===== src/rtl/rsb_pkg.sv =====
package rsb_pkg;
  localparam logic [3:0] OP_RLC  = 4'd0;
  localparam logic [3:0] OP_RRC  = 4'd1;
  localparam logic [3:0] OP_RL   = 4'd2;
  localparam logic [3:0] OP_RR   = 4'd3;
  localparam logic [3:0] OP_SLA  = 4'd4;
  localparam logic [3:0] OP_SRA  = 4'd5;
  localparam logic [3:0] OP_SRL  = 4'd6;
  localparam logic [3:0] OP_SWAP = 4'd7;
  localparam logic [3:0] OP_BIT  = 4'd8;
  localparam logic [3:0] OP_RES  = 4'd9;
  localparam logic [3:0] OP_SET  = 4'd10;

  // flag strobe positions
  localparam int FZ = 3;
  localparam int FN = 2;
  localparam int FH = 1;
  localparam int FC = 0;
endpackage


===== src/rtl/rsb_shift.sv =====
module rsb_shift
  import rsb_pkg::*;
#(
  parameter int W = 8,
  localparam int HW = W / 2
) (
  input  logic [W-1:0] opnd_i,
  input  logic         carry_i,
  input  logic [3:0]   op_i,
  output logic [W-1:0] res_o,
  output logic         cout_o
);
  always_comb begin
    res_o  = opnd_i;
    cout_o = carry_i;
    case (op_i)
      OP_RLC: begin
        res_o  = {opnd_i[W-2:0], opnd_i[W-1]};
        cout_o = opnd_i[W-1];
      end
      OP_RRC: begin
        res_o  = {opnd_i[0], opnd_i[W-1:1]};
        cout_o = opnd_i[0];
      end
      OP_RL: begin
        res_o  = {opnd_i[W-2:0], carry_i};
        cout_o = opnd_i[W-1];
      end
      OP_RR: begin
        res_o  = {carry_i, opnd_i[W-1:1]};
        cout_o = opnd_i[0];
      end
      OP_SLA: begin
        res_o  = {opnd_i[W-2:0], 1'b0};
        cout_o = opnd_i[W-1];
      end
      OP_SRA: begin
        res_o  = {opnd_i[W-1], opnd_i[W-1:1]};
        cout_o = opnd_i[0];
      end
      OP_SRL: begin
        res_o  = {1'b0, opnd_i[W-1:1]};
        cout_o = opnd_i[0];
      end
      OP_SWAP: begin
        res_o  = {opnd_i[HW-1:0], opnd_i[W-1:HW]};
        cout_o = 1'b0;
      end
      default: ;
    endcase
  end
endmodule


===== src/rtl/rsb_bitop.sv =====
module rsb_bitop
  import rsb_pkg::*;
#(
  parameter int W = 8,
  localparam int IDX_W = $clog2(W)
) (
  input  logic [W-1:0]     opnd_i,
  input  logic [IDX_W-1:0] sel_i,
  input  logic [3:0]       op_i,
  output logic [W-1:0]     res_o,
  output logic             bit_o
);
  logic [W-1:0] mask;

  for (genvar g = 0; g < W; g++) begin : g_mask
    assign mask[g] = (sel_i == IDX_W'(g));
  end

  assign bit_o = |(opnd_i & mask);

  always_comb begin
    case (op_i)
      OP_RES:  res_o = opnd_i & ~mask;
      OP_SET:  res_o = opnd_i | mask;
      default: res_o = opnd_i;
    endcase
  end
endmodule


===== src/rtl/rsb_unit.sv =====
module rsb_unit
  import rsb_pkg::*;
#(
  parameter int W = 8,
  localparam int IDX_W = $clog2(W)
) (
  input  logic [W-1:0]     opnd_i,
  input  logic [IDX_W-1:0] bit_sel_i,
  input  logic             carry_i,
  input  logic [3:0]       op_i,
  input  logic             acc_form_i,
  output logic [W-1:0]     res_o,
  output logic             z_o,
  output logic             n_o,
  output logic             h_o,
  output logic             c_o,
  output logic             res_we_o,
  output logic [3:0]       flag_we_o
);
  logic [W-1:0] sh_res, bo_res;
  logic         sh_c, bo_bit;
  logic         is_shift, acc_rot;

  rsb_shift #(.W(W)) u_shift (
    .opnd_i (opnd_i),
    .carry_i(carry_i),
    .op_i   (op_i),
    .res_o  (sh_res),
    .cout_o (sh_c)
  );

  rsb_bitop #(.W(W)) u_bitop (
    .opnd_i(opnd_i),
    .sel_i (bit_sel_i),
    .op_i  (op_i),
    .res_o (bo_res),
    .bit_o (bo_bit)
  );

  assign is_shift = (op_i <= OP_SWAP);
  assign acc_rot  = acc_form_i && (op_i <= OP_RR);

  always_comb begin
    res_o     = opnd_i;
    z_o       = 1'b0;
    n_o       = 1'b0;
    h_o       = 1'b0;
    c_o       = carry_i;
    res_we_o  = 1'b0;
    flag_we_o = '0;
    if (is_shift) begin
      res_o     = sh_res;
      res_we_o  = 1'b1;
      flag_we_o = 4'b1111;
      z_o       = acc_rot ? 1'b0 : (sh_res == '0);
      c_o       = sh_c;
    end else if (op_i == OP_BIT) begin
      z_o           = ~bo_bit;
      h_o           = 1'b1;
      flag_we_o     = 4'b1110;
    end else if (op_i == OP_RES || op_i == OP_SET) begin
      res_o    = bo_res;
      res_we_o = 1'b1;
    end
  end

  always_comb begin
    if (is_shift && !acc_form_i)
      a_r5_zero_tracks_result: assert (z_o == (res_o == '0) && !n_o && !h_o);
    if (acc_rot)
      a_r6_acc_z_clear: assert (!z_o && !n_o && !h_o);
    if (op_i == OP_SWAP)
      a_r4_swap_no_carry: assert (!c_o && flag_we_o[FC]);
    if (op_i == OP_BIT)
      a_r7_test_no_write: assert (!res_we_o && res_o == opnd_i && c_o == carry_i && h_o);
    if (op_i == OP_RES || op_i == OP_SET)
      a_r8_single_bit: assert ($countones(res_o ^ opnd_i) <= 1 && flag_we_o == '0);
    if (op_i > OP_SET)
      a_r9_unused_idle: assert (!res_we_o && flag_we_o == '0 && res_o == opnd_i);
  end
endmodule


===== config.mk =====
export PLATFORM = sky130hd
export DESIGN_NAME = rsb_unit
export DESIGN_NICKNAME = d
export VERILOG_FILES = /design/src/rtl/rsb_pkg.sv /design/src/rtl/rsb_shift.sv /design/src/rtl/rsb_bitop.sv /design/src/rtl/rsb_unit.sv
export SDC_FILE = /design/constraint.sdc
export NUM_CORES = 1
export LEC_CHECK = 0
export BUFFER_PORTS_ARGS = -buffer_cell sky130_fd_sc_hd__buf_4
export CORE_MARGIN = 2
export CORE_UTILIZATION = 47
export DETAILED_ROUTE_END_ITERATION = 7
export GPL_TIMING_DRIVEN = 0
export MAX_ROUTING_LAYER = met4
export PLACE_DENSITY = 0.81
export SLEW_MARGIN = 20
export SYNTH_ARGS = -nofsm -noshare
export SYNTH_HDL_FRONTEND = slang
export SYNTH_SLANG_ARGS = --single-unit
export TNS_END_PERCENT = 20

===== constraint.sdc =====
create_clock -name vclk -period 2.8
set_input_delay 0.84 -clock vclk [all_inputs]
set_output_delay 0.84 -clock vclk [all_outputs]
set_load 0.01 [all_outputs]

Word level (Yosys, flattened, before mapping)
Index checks and enable logic that the tools add are counted.

Logic and storage cells: 49. Flip-flop bits (word level): 0.

Reductions and logical operators: 8. Muxes and demuxes: 17. Bitwise operators: 5. $lt $le $gt $ge: 2. Eq/ne operators: 17.

Operators by type and width (count): 8-bit one-hot mux with 8 select lines (1); 8-bit 2-to-1 mux (3); 8-bit bitwise AND (2); 4-bit by 3-bit equality test with 1-bit output, second input constant (4); 8-bit one-hot mux with 2 select lines (1); 3-bit equality test, second input constant (4); 4-bit equality test, second input constant (3); 1-bit 2-to-1 mux (9); 4-bit by 2-bit equality test with 1-bit output, second input constant (2); 8-bit logical NOT (1); 4-bit 2-to-1 mux (2); 8-bit NOT (1); 8-bit OR (1); 8-bit OR reduction (1); 3-bit by 2-bit equality test with 1-bit output, second input constant (2); 4-bit by 1-bit equality test with 1-bit output, second input constant (1); 4-bit by 2-bit less-or-equal comparator with 1-bit output, second input constant (1); 4-bit by 3-bit less-or-equal comparator with 1-bit output, second input constant (1); 4-bit logical NOT (1); 4-bit OR reduction (1); 3-bit by 1-bit equality test with 1-bit output, second input constant (1); 3-bit logical NOT (1); 1-bit one-hot mux with 3 select lines (1); 3-bit OR reduction (1); other kinds (3) (3).

Depth between registers and ports, before layout
Gate-level depths: netlist of run 1.

Depth in word-level cells: 7. Depth in mapped cells: 6.

Cells and area by module
A second synthesis of run 1 with hierarchy kept.

Cells, all modules: 133. Area total of the unflattened synthesis: 928.4 µm².

Modules (own cells, without submodules): rsb_shift (instances 1, area each 371.6 µm², cells each 48); rsb_unit (instances 1, area each 301.5 µm², cells each 53); rsb_bitop (instances 1, area each 255.2 µm², cells each 32).

Worst setup path before layout of run 1
OpenSTA, ideal clock, no wires.

Kind: input-to-output. Start point: input port op_i[0]. End point: output port flag_we_o[2]. Buffers on the path: 3. Setup slack: -0.162 ns. Required time: 1.960 ns. Cell stages on the path: 5. Arrival time: 2.122 ns. Path through: buf_2 -> buf_2 -> nor4_1 -> nand2b_1 -> buf_4.

Word-level cells in the longest chain between the ends: 3.

Ends and longest elaborated chain: from (decl) (line rsb_unit.sv:10) `input logic [3:0] op_i,`; branches (longest 2 deep; another with 4-bit by 3-bit less-or-equal comparator with 1-bit output); 4-bit 2-to-1 mux * (line rsb_unit.sv:51) `if (is_shift) begin`; to (decl) (line rsb_unit.sv:18) `output logic [3:0] flag_we_o`.

Every way passes the cells marked *.

Worst setup path in the final report of run 1
Start point: input port opnd_i[1]. End point: output port z_o.

Word-level cells in the longest chain between the ends: 5.

Ends and longest elaborated chain: from (decl) (line rsb_unit.sv:7) `input logic [W-1:0] opnd_i,`; branches (longest 4 deep; another with 8-bit one-hot mux with 8 select lines); 1-bit 2-to-1 mux * (line rsb_unit.sv:51); to (decl) (line rsb_unit.sv:13) `output logic z_o,`.

Marks and branches as above.

==> results of run 1 <==
## power groups by stage
stage	Combinational, W	Clock, W	Sequential, W
4_1_cts	0.000188	0	0
5_1_grt	0.000212	0	0
3_5_place_dp	0.000177	0	0
3_3_place_gp	0.000172	0	0
6_report	0.000197	0	0
2_1_floorplan	0.000105	0	0
## layout make-up
cell class / instances / area (sq um) / share of cell area
plain buffers: 18 / 135 / 0.113
repair buffers: 30 / 236 / 0.197
well taps: 25 / 31.3 / 0.0260
inverters: 5 / 18.8 / 0.0156
multi-input cells: 98 / 779 / 0.649
## layer usage
layer	share of wire	track usage
met5	0	-
met4	0.018	0.0571
met3	0.075	0.00392
met2	0.50	0.486
met1	0.41	0.356
## metrics by stage
stage | instance area, sq um | setup WS, ns | util | TNS, ns
floorplan | 842 | -0.0683 | - | -0.171
global placement | 1090 | -0.282 | 0.639 | -1.73
detailed placement | 1090 | -0.280 | 0.639 | -2.19
CTS | 1160 | -0.142 | 0.681 | -0.489
global route | 1200 | -0.190 | 0.703 | -0.943
finish | 1200 | -0.144 | 0.703 | -0.386
## cell usage after synthesis (2+ instances only)
cell type  number
a21oi_1         3
a31oi_1         3
a211o_1         2
a21boi_0        2
nand3_1         8
buf_4           5
a221oi_1        4
mux2i_1        14
nand2_1         4
a211oi_1        4
and3_1          2
o21ai_0         5
buf_2           5
nor3b_1         2
and2_1          2
nand2b_1        3
a32oi_1         2
nand4_1         2
nor2b_1         2
mux2_2          5
inv_1           5
clkbuf_1        8
nor2_1          5
## critical path, stage by stage
cell,delay [ns]
buf_6,0.11
or3_1,0.34
a21o_1,0.16
a2111o_1,0.37
o21ai_2,0.14
buf_4,0.13
## cells by family (layout without fill, tap and decap cells)
kind of cell,Yosys count,after routing
AND/OR/NAND/NOR,40,40
AO/OA/AOI/OAI,37,37
buffers and inverters,23,53
multiplexers,19,19
other,1,1
XOR/XNOR,1,1
## cell usage in the layout (no fill, tap or decap), drive strengths merged, types with 2 or more instances in the layout
cell type,synthesis,layout
a32oi,2,2
nor2b,2,2
and2,2,2
nor2,5,5
a211oi,4,4
clkbuf,8,8
mux2i,14,14
or3,2,2
nand2,4,4
nand3,8,8
a211o,2,2
nand4,2,2
a221oi,4,4
mux2,5,5
o21ai,6,6
nor3b,2,2
a21oi,3,3
inv,5,5
buf,10,40
and3,3,3
nand2b,3,3
a31oi,3,3
a21boi,2,2
## worst max path at each step
| stage | from | endpoint | slack [ns] |
|---|---|---|---|
| final | opnd_i[1] | z_o | -0.14 |
| after detailed placement | bit_sel_i[1] | res_o[0] | -0.28 |
| after global placement | bit_sel_i[1] | res_o[0] | -0.28 |
| after global routing | opnd_i[3] | z_o | -0.19 |
| after CTS | opnd_i[3] | z_o | -0.14 |
| after floorplan | op_i[0] | res_o[3] | -0.07 |
## timing repair
item,4_1_cts,5_1_grt
endpoints found under the setup margin,14,10
setup buffers,1,0
endpoints found under the hold margin,0,0
resized for setup,22,14
pin swaps,5,1
==> flow_summary.toml, run 1 <==
[timing]
slew_violations = 0
period_minus_slack_ns = 2.94
period_share = 1.05
setup_slack_ns = -0.144
fmax_mhz = 340
setup_viol = 7
fin_hold_ws_ns = 2.06
hold_viol_final = 0
rsz0062_at_grt = "yes"

[routing]
drt_wl_total_um = 2910
vias = 1147
drc_errors = 0
viasPerCell = 6.52
drtPass1Iterations = 4
drtIter0Drc = 61
wl_per_cell_um = 16.5
antenna_left = 0

[synthesis]
syn_area_per_cell_sq_um = 6.91
synth_area_sq_um = 836
synthAdderAreaFrac = 0
synth_top_family_by_area = "compound AO/OA/AOI/OAI gates"
synth_top_cell_by_area = "mux2i_1"
synth_fp_nets = 138
synth_compound_gate_area_share = 0.332
yosys.area_share.xor_xnor = 0.0105
netlist_instances = 121
synth_top_cell_area_share = 0.168
synthDistinctLibCells = 47
yosysSeqAreaShare = 0
synth_simple_gate_area_frac = 0.284
yosys_warnings = 0
yosys-top-cells-area = "mux2i_1 17%, mux2_2 6.7%, nand3_1 4.8%"
synthMuxAreaShare = 0.235

[setup_path]
endpoint_kind = "primary output"
crit_type = "primary input to primary output"
arrival_ns = 2.10
crit_path_start_kind = "primary input"
worstPathMaxFanout = 8
cp.required_ns = 1.96

[power_and_ir_drop]
powerDensity_mw_per_mm2 = 164
power_leakage_nw = 0.551
p_int_w = 0.0000964
swShare = 0.511
total_power_w = 0.000197
pwr-share-seq = 0
power_switching_w = 0.000101
ir_drop_uv = 89.6
share_comb_of_total_power = 1.000
power_frac_clock = 0

[worst_hold_path]
min_to = "c_o"
min_path_type = "primary input to primary output"
hold_depth = 4
worstHoldStart = "carry_i"

[final_layout]
fin_cells = 176
drive_gt1_frac = 0.424
antenna-diode-count = 0
regArea_sq_um = 0
clock_buffers = 0
nets = 170
fill_cells = 151
area_growth_pct = 43.7
nFlopsAndLatches = 0

[clocking]
cts_hold_buf = 0

[global_routing]
grt_pass1_wl_um = 4380
grt_start_max_net_pins = 11
antenna_found_initial = 0
overflow = 0
grt_usage = 0.278
grt_pass1_vias = 970

[place]
numPortBuffers = 29
placed_cells = 175
hpwl_um = 2100
gp_congestion = 0.891

[floorplan]
ios = 34
start_util = 0.489
die_h_um = 46.2
chipWidth_um = 46.2
fp.dieArea_sq_mm = 0.00213
core_area_sq_mm = 0.00171
row_count = 15

[status]
failed_checks = "negative setup slack"
outcome = "complete, but fails checks"

[run]
drv_cap = 0
Note: power is estimated with default switching activity, not from simulation.
==> run 2, diff against run 1 <==
--- a/config.mk
+++ b/config.mk
@@ -7,7 +7,7 @@
 export LEC_CHECK = 0
 export BUFFER_PORTS_ARGS = -buffer_cell sky130_fd_sc_hd__buf_4
 export CORE_MARGIN = 2
-export CORE_UTILIZATION = 47
+export CORE_UTILIZATION = 48
 export DETAILED_ROUTE_END_ITERATION = 7
 export GPL_TIMING_DRIVEN = 0
 export MAX_ROUTING_LAYER = met4
@@ -15,5 +15,6 @@
 export SLEW_MARGIN = 20
 export SYNTH_ARGS = -nofsm -noshare
 export SYNTH_HDL_FRONTEND = slang
+export SYNTH_HIERARCHICAL = 1
 export SYNTH_SLANG_ARGS = --single-unit
 export TNS_END_PERCENT = 20
==> flow_summary.toml, run 2 <==
[setup_path]
endpoint_kind = "primary output"
max_stage_delay_ns = 0.37
arrival_ns = 2.46
crit_chain = "buf_8 > buf_6 > and3_4 > a221oi_1 > a2bb2oi_1 > nor4_2 > o2111ai_2 > o41ai_4 > buf_4"
crit_slowest_cell = "a221oi_1"
worstPathMaxFanout = 7
crit_type = "primary input to primary output"
cp.required_ns = 1.96
crit_path_start_kind = "primary input"

[timing]
fin_hold_ws_ns = 2.04
setup_slack_ns = -0.502
period_share = 1.18
fmax_mhz = 303
setup_viol = 10
slew_violations = 0
period_minus_slack_ns = 3.30
hold_viol_final = 0
rsz0062_at_grt = "yes"

[synthesis]
synth_fp_nets = 150
synth_top_cell_by_area = "o21ai_0"
yosys-top-cells-area = "o21ai_0 7.5%, a31oi_1 6.1%, o211ai_1 5.7%"
yosys_warnings = 6
syn_area_per_cell_sq_um = 6.98
synth_compound_gate_area_share = 0.501
synth_top_cell_area_share = 0.0755
synthMuxAreaShare = 0.111
netlist_instances = 133
yosys.area_share.xor_xnor = 0.0270
synthDistinctLibCells = 45
yosysSeqAreaShare = 0
synth_area_sq_um = 928
synth_top_family_by_area = "compound AO/OA/AOI/OAI gates"
synth_simple_gate_area_frac = 0.240
netlist_top_cells_count = "14 x o21ai_0, 10 x nor2_1, 9 x a21oi_1, 9 x a31oi_1, 8 x o21ai_1"
yosysMostFrequentCell = "o21ai_0"
synthAdderAreaFrac = 0

[place]
numPortBuffers = 31
gp_congestion = 0.935
post_dp_cell_area_sq_mm = 0.00125
hpwl_um = 2370

[worst_hold_path]
worstHoldStart = "carry_i"
min_path_type = "primary input to primary output"
min_to = "c_o"
hold_depth = 3

[power_and_ir_drop]
power_leakage_nw = 0.623
power_switching_w = 0.000149
ir_drop_uv = 136
share_comb_of_total_power = 1.000
powerDensity_mw_per_mm2 = 185
p_int_w = 0.000140
power_frac_clock = 0
swShare = 0.516
pwr-share-seq = 0

[routing]
wl_per_cell_um = 20.1
vias = 1451
drtIter0Drc = 102
drc_errors = 0
drtPass1Iterations = 7
antenna_left = 0
drt_wl_total_um = 4150
viasPerCell = 7.04

[floorplan]
ios = 34
die_h_um = 48.0
chipWidth_um = 48.0
core_area_sq_mm = 0.00176
row_count = 15
start_util = 0.526
fp.dieArea_sq_mm = 0.00230

[global_routing]
use_met2 = 0.605
antenna_found_initial = 0
met3_usage = 0.0679
busiest_layer = "met2"
overflow = 0
use_met1 = 0.454
grt_start_max_net_pins = 11
grt_pass1_vias = 1226
grt_pass1_wl_um = 5780
grt_usage = 0.365

[final_layout]
antenna-diode-count = 0
final_common_cell = "buf_4"
nets = 200
drive_gt1_frac = 0.519
clock_buffers = 0
regArea_sq_um = 0
area_growth_pct = 68.1
design_area_sq_mm = 0.00156
nFlopsAndLatches = 0
layout_common_cells = "45 x buf_4, 13 x o21ai_0, 10 x nor2_1"

[run]
drv_cap = 0

[status]
failed_checks = "negative setup slack"
outcome = "complete, but fails checks"

[clocking]
cts_hold_buf = 0
[run 2: worst max-delay path by stage]
stage,startpoint,endpoint,slack [ns],depth (start not counted)
floorplan,bit_sel_i[0],res_o[0],-0.13,5
global placement,op_i[0],z_o,-0.59,10
detailed placement,op_i[0],z_o,-0.69,9
CTS,op_i[2],z_o,-0.47,9
global route,op_i[2],z_o,-0.58,9
finish,op_i[2],z_o,-0.50,9
[run 2: layout make-up]
class,count,area [sq um]
Multi-Input combinational cell,115,983
Timing Repair Buffer,50,430
Fill cell,96,204
Buffer,12,100
Tap cell,25,31.3
Inverter,4,15.0
[run 2: cell families (layout without fill, tap and decap cells)]
family | count (synthesis) | in the layout
AOI/OAI and AO/OA | 70 | 70
xor gates and xnor gates | 2 | 2
buffers and inverters | 18 | 66
muxes | 7 | 7
other | 1 | 1
and+or+nand+nor | 35 | 35
[run 2: critical path: cells and delay by family]
family                 cells  cell delay, ns
and+or+nand+nor            2            0.39
AOI/OAI and AO/OA          4            0.82
buffers and inverters      3            0.40
[run 2: per-layer routing]
layer | wire [um] | up-vias
li1 | - | 633
met1 | 1580 | 653
met2 | 1910 | 141
met3 | 468 | 24
met4 | 190 | 0
met5 | 0 | -
[run 2: repair_timing]
item,CTS,global route
gates cloned,2,0
pin swaps,17,15
resized for setup,29,13
setup buffers,15,2
setup endpoints to repair,10,11
[run 2: per-stage QoR]
stage	setup WS [ns]	util	total power (W)	setup TNS [ns]	std cells
after floorplan	-0.126	-	0.000133	-0.635	133
after global routing	-0.583	0.884	0.000303	-3.55	206
final	-0.502	0.884	0.000288	-3.12	206
after CTS	-0.468	0.845	0.000262	-3.05	204
after detailed placement	-0.694	0.708	0.000221	-4.21	189
after global placement	-0.587	0.708	0.000216	-3.76	189
[run 2: power by group through the flow]
| stage | sequential (W) | combinational [W] | clock (W) |
|---|---|---|---|
| CTS | 0 | 0.000262 | 0 |
| finish | 0 | 0.000288 | 0 |
| global placement | 0 | 0.000216 | 0 |
| detailed placement | 0 | 0.000221 | 0 |
| global route | 0 | 0.000303 | 0 |
| floorplan | 0 | 0.000133 | 0 |
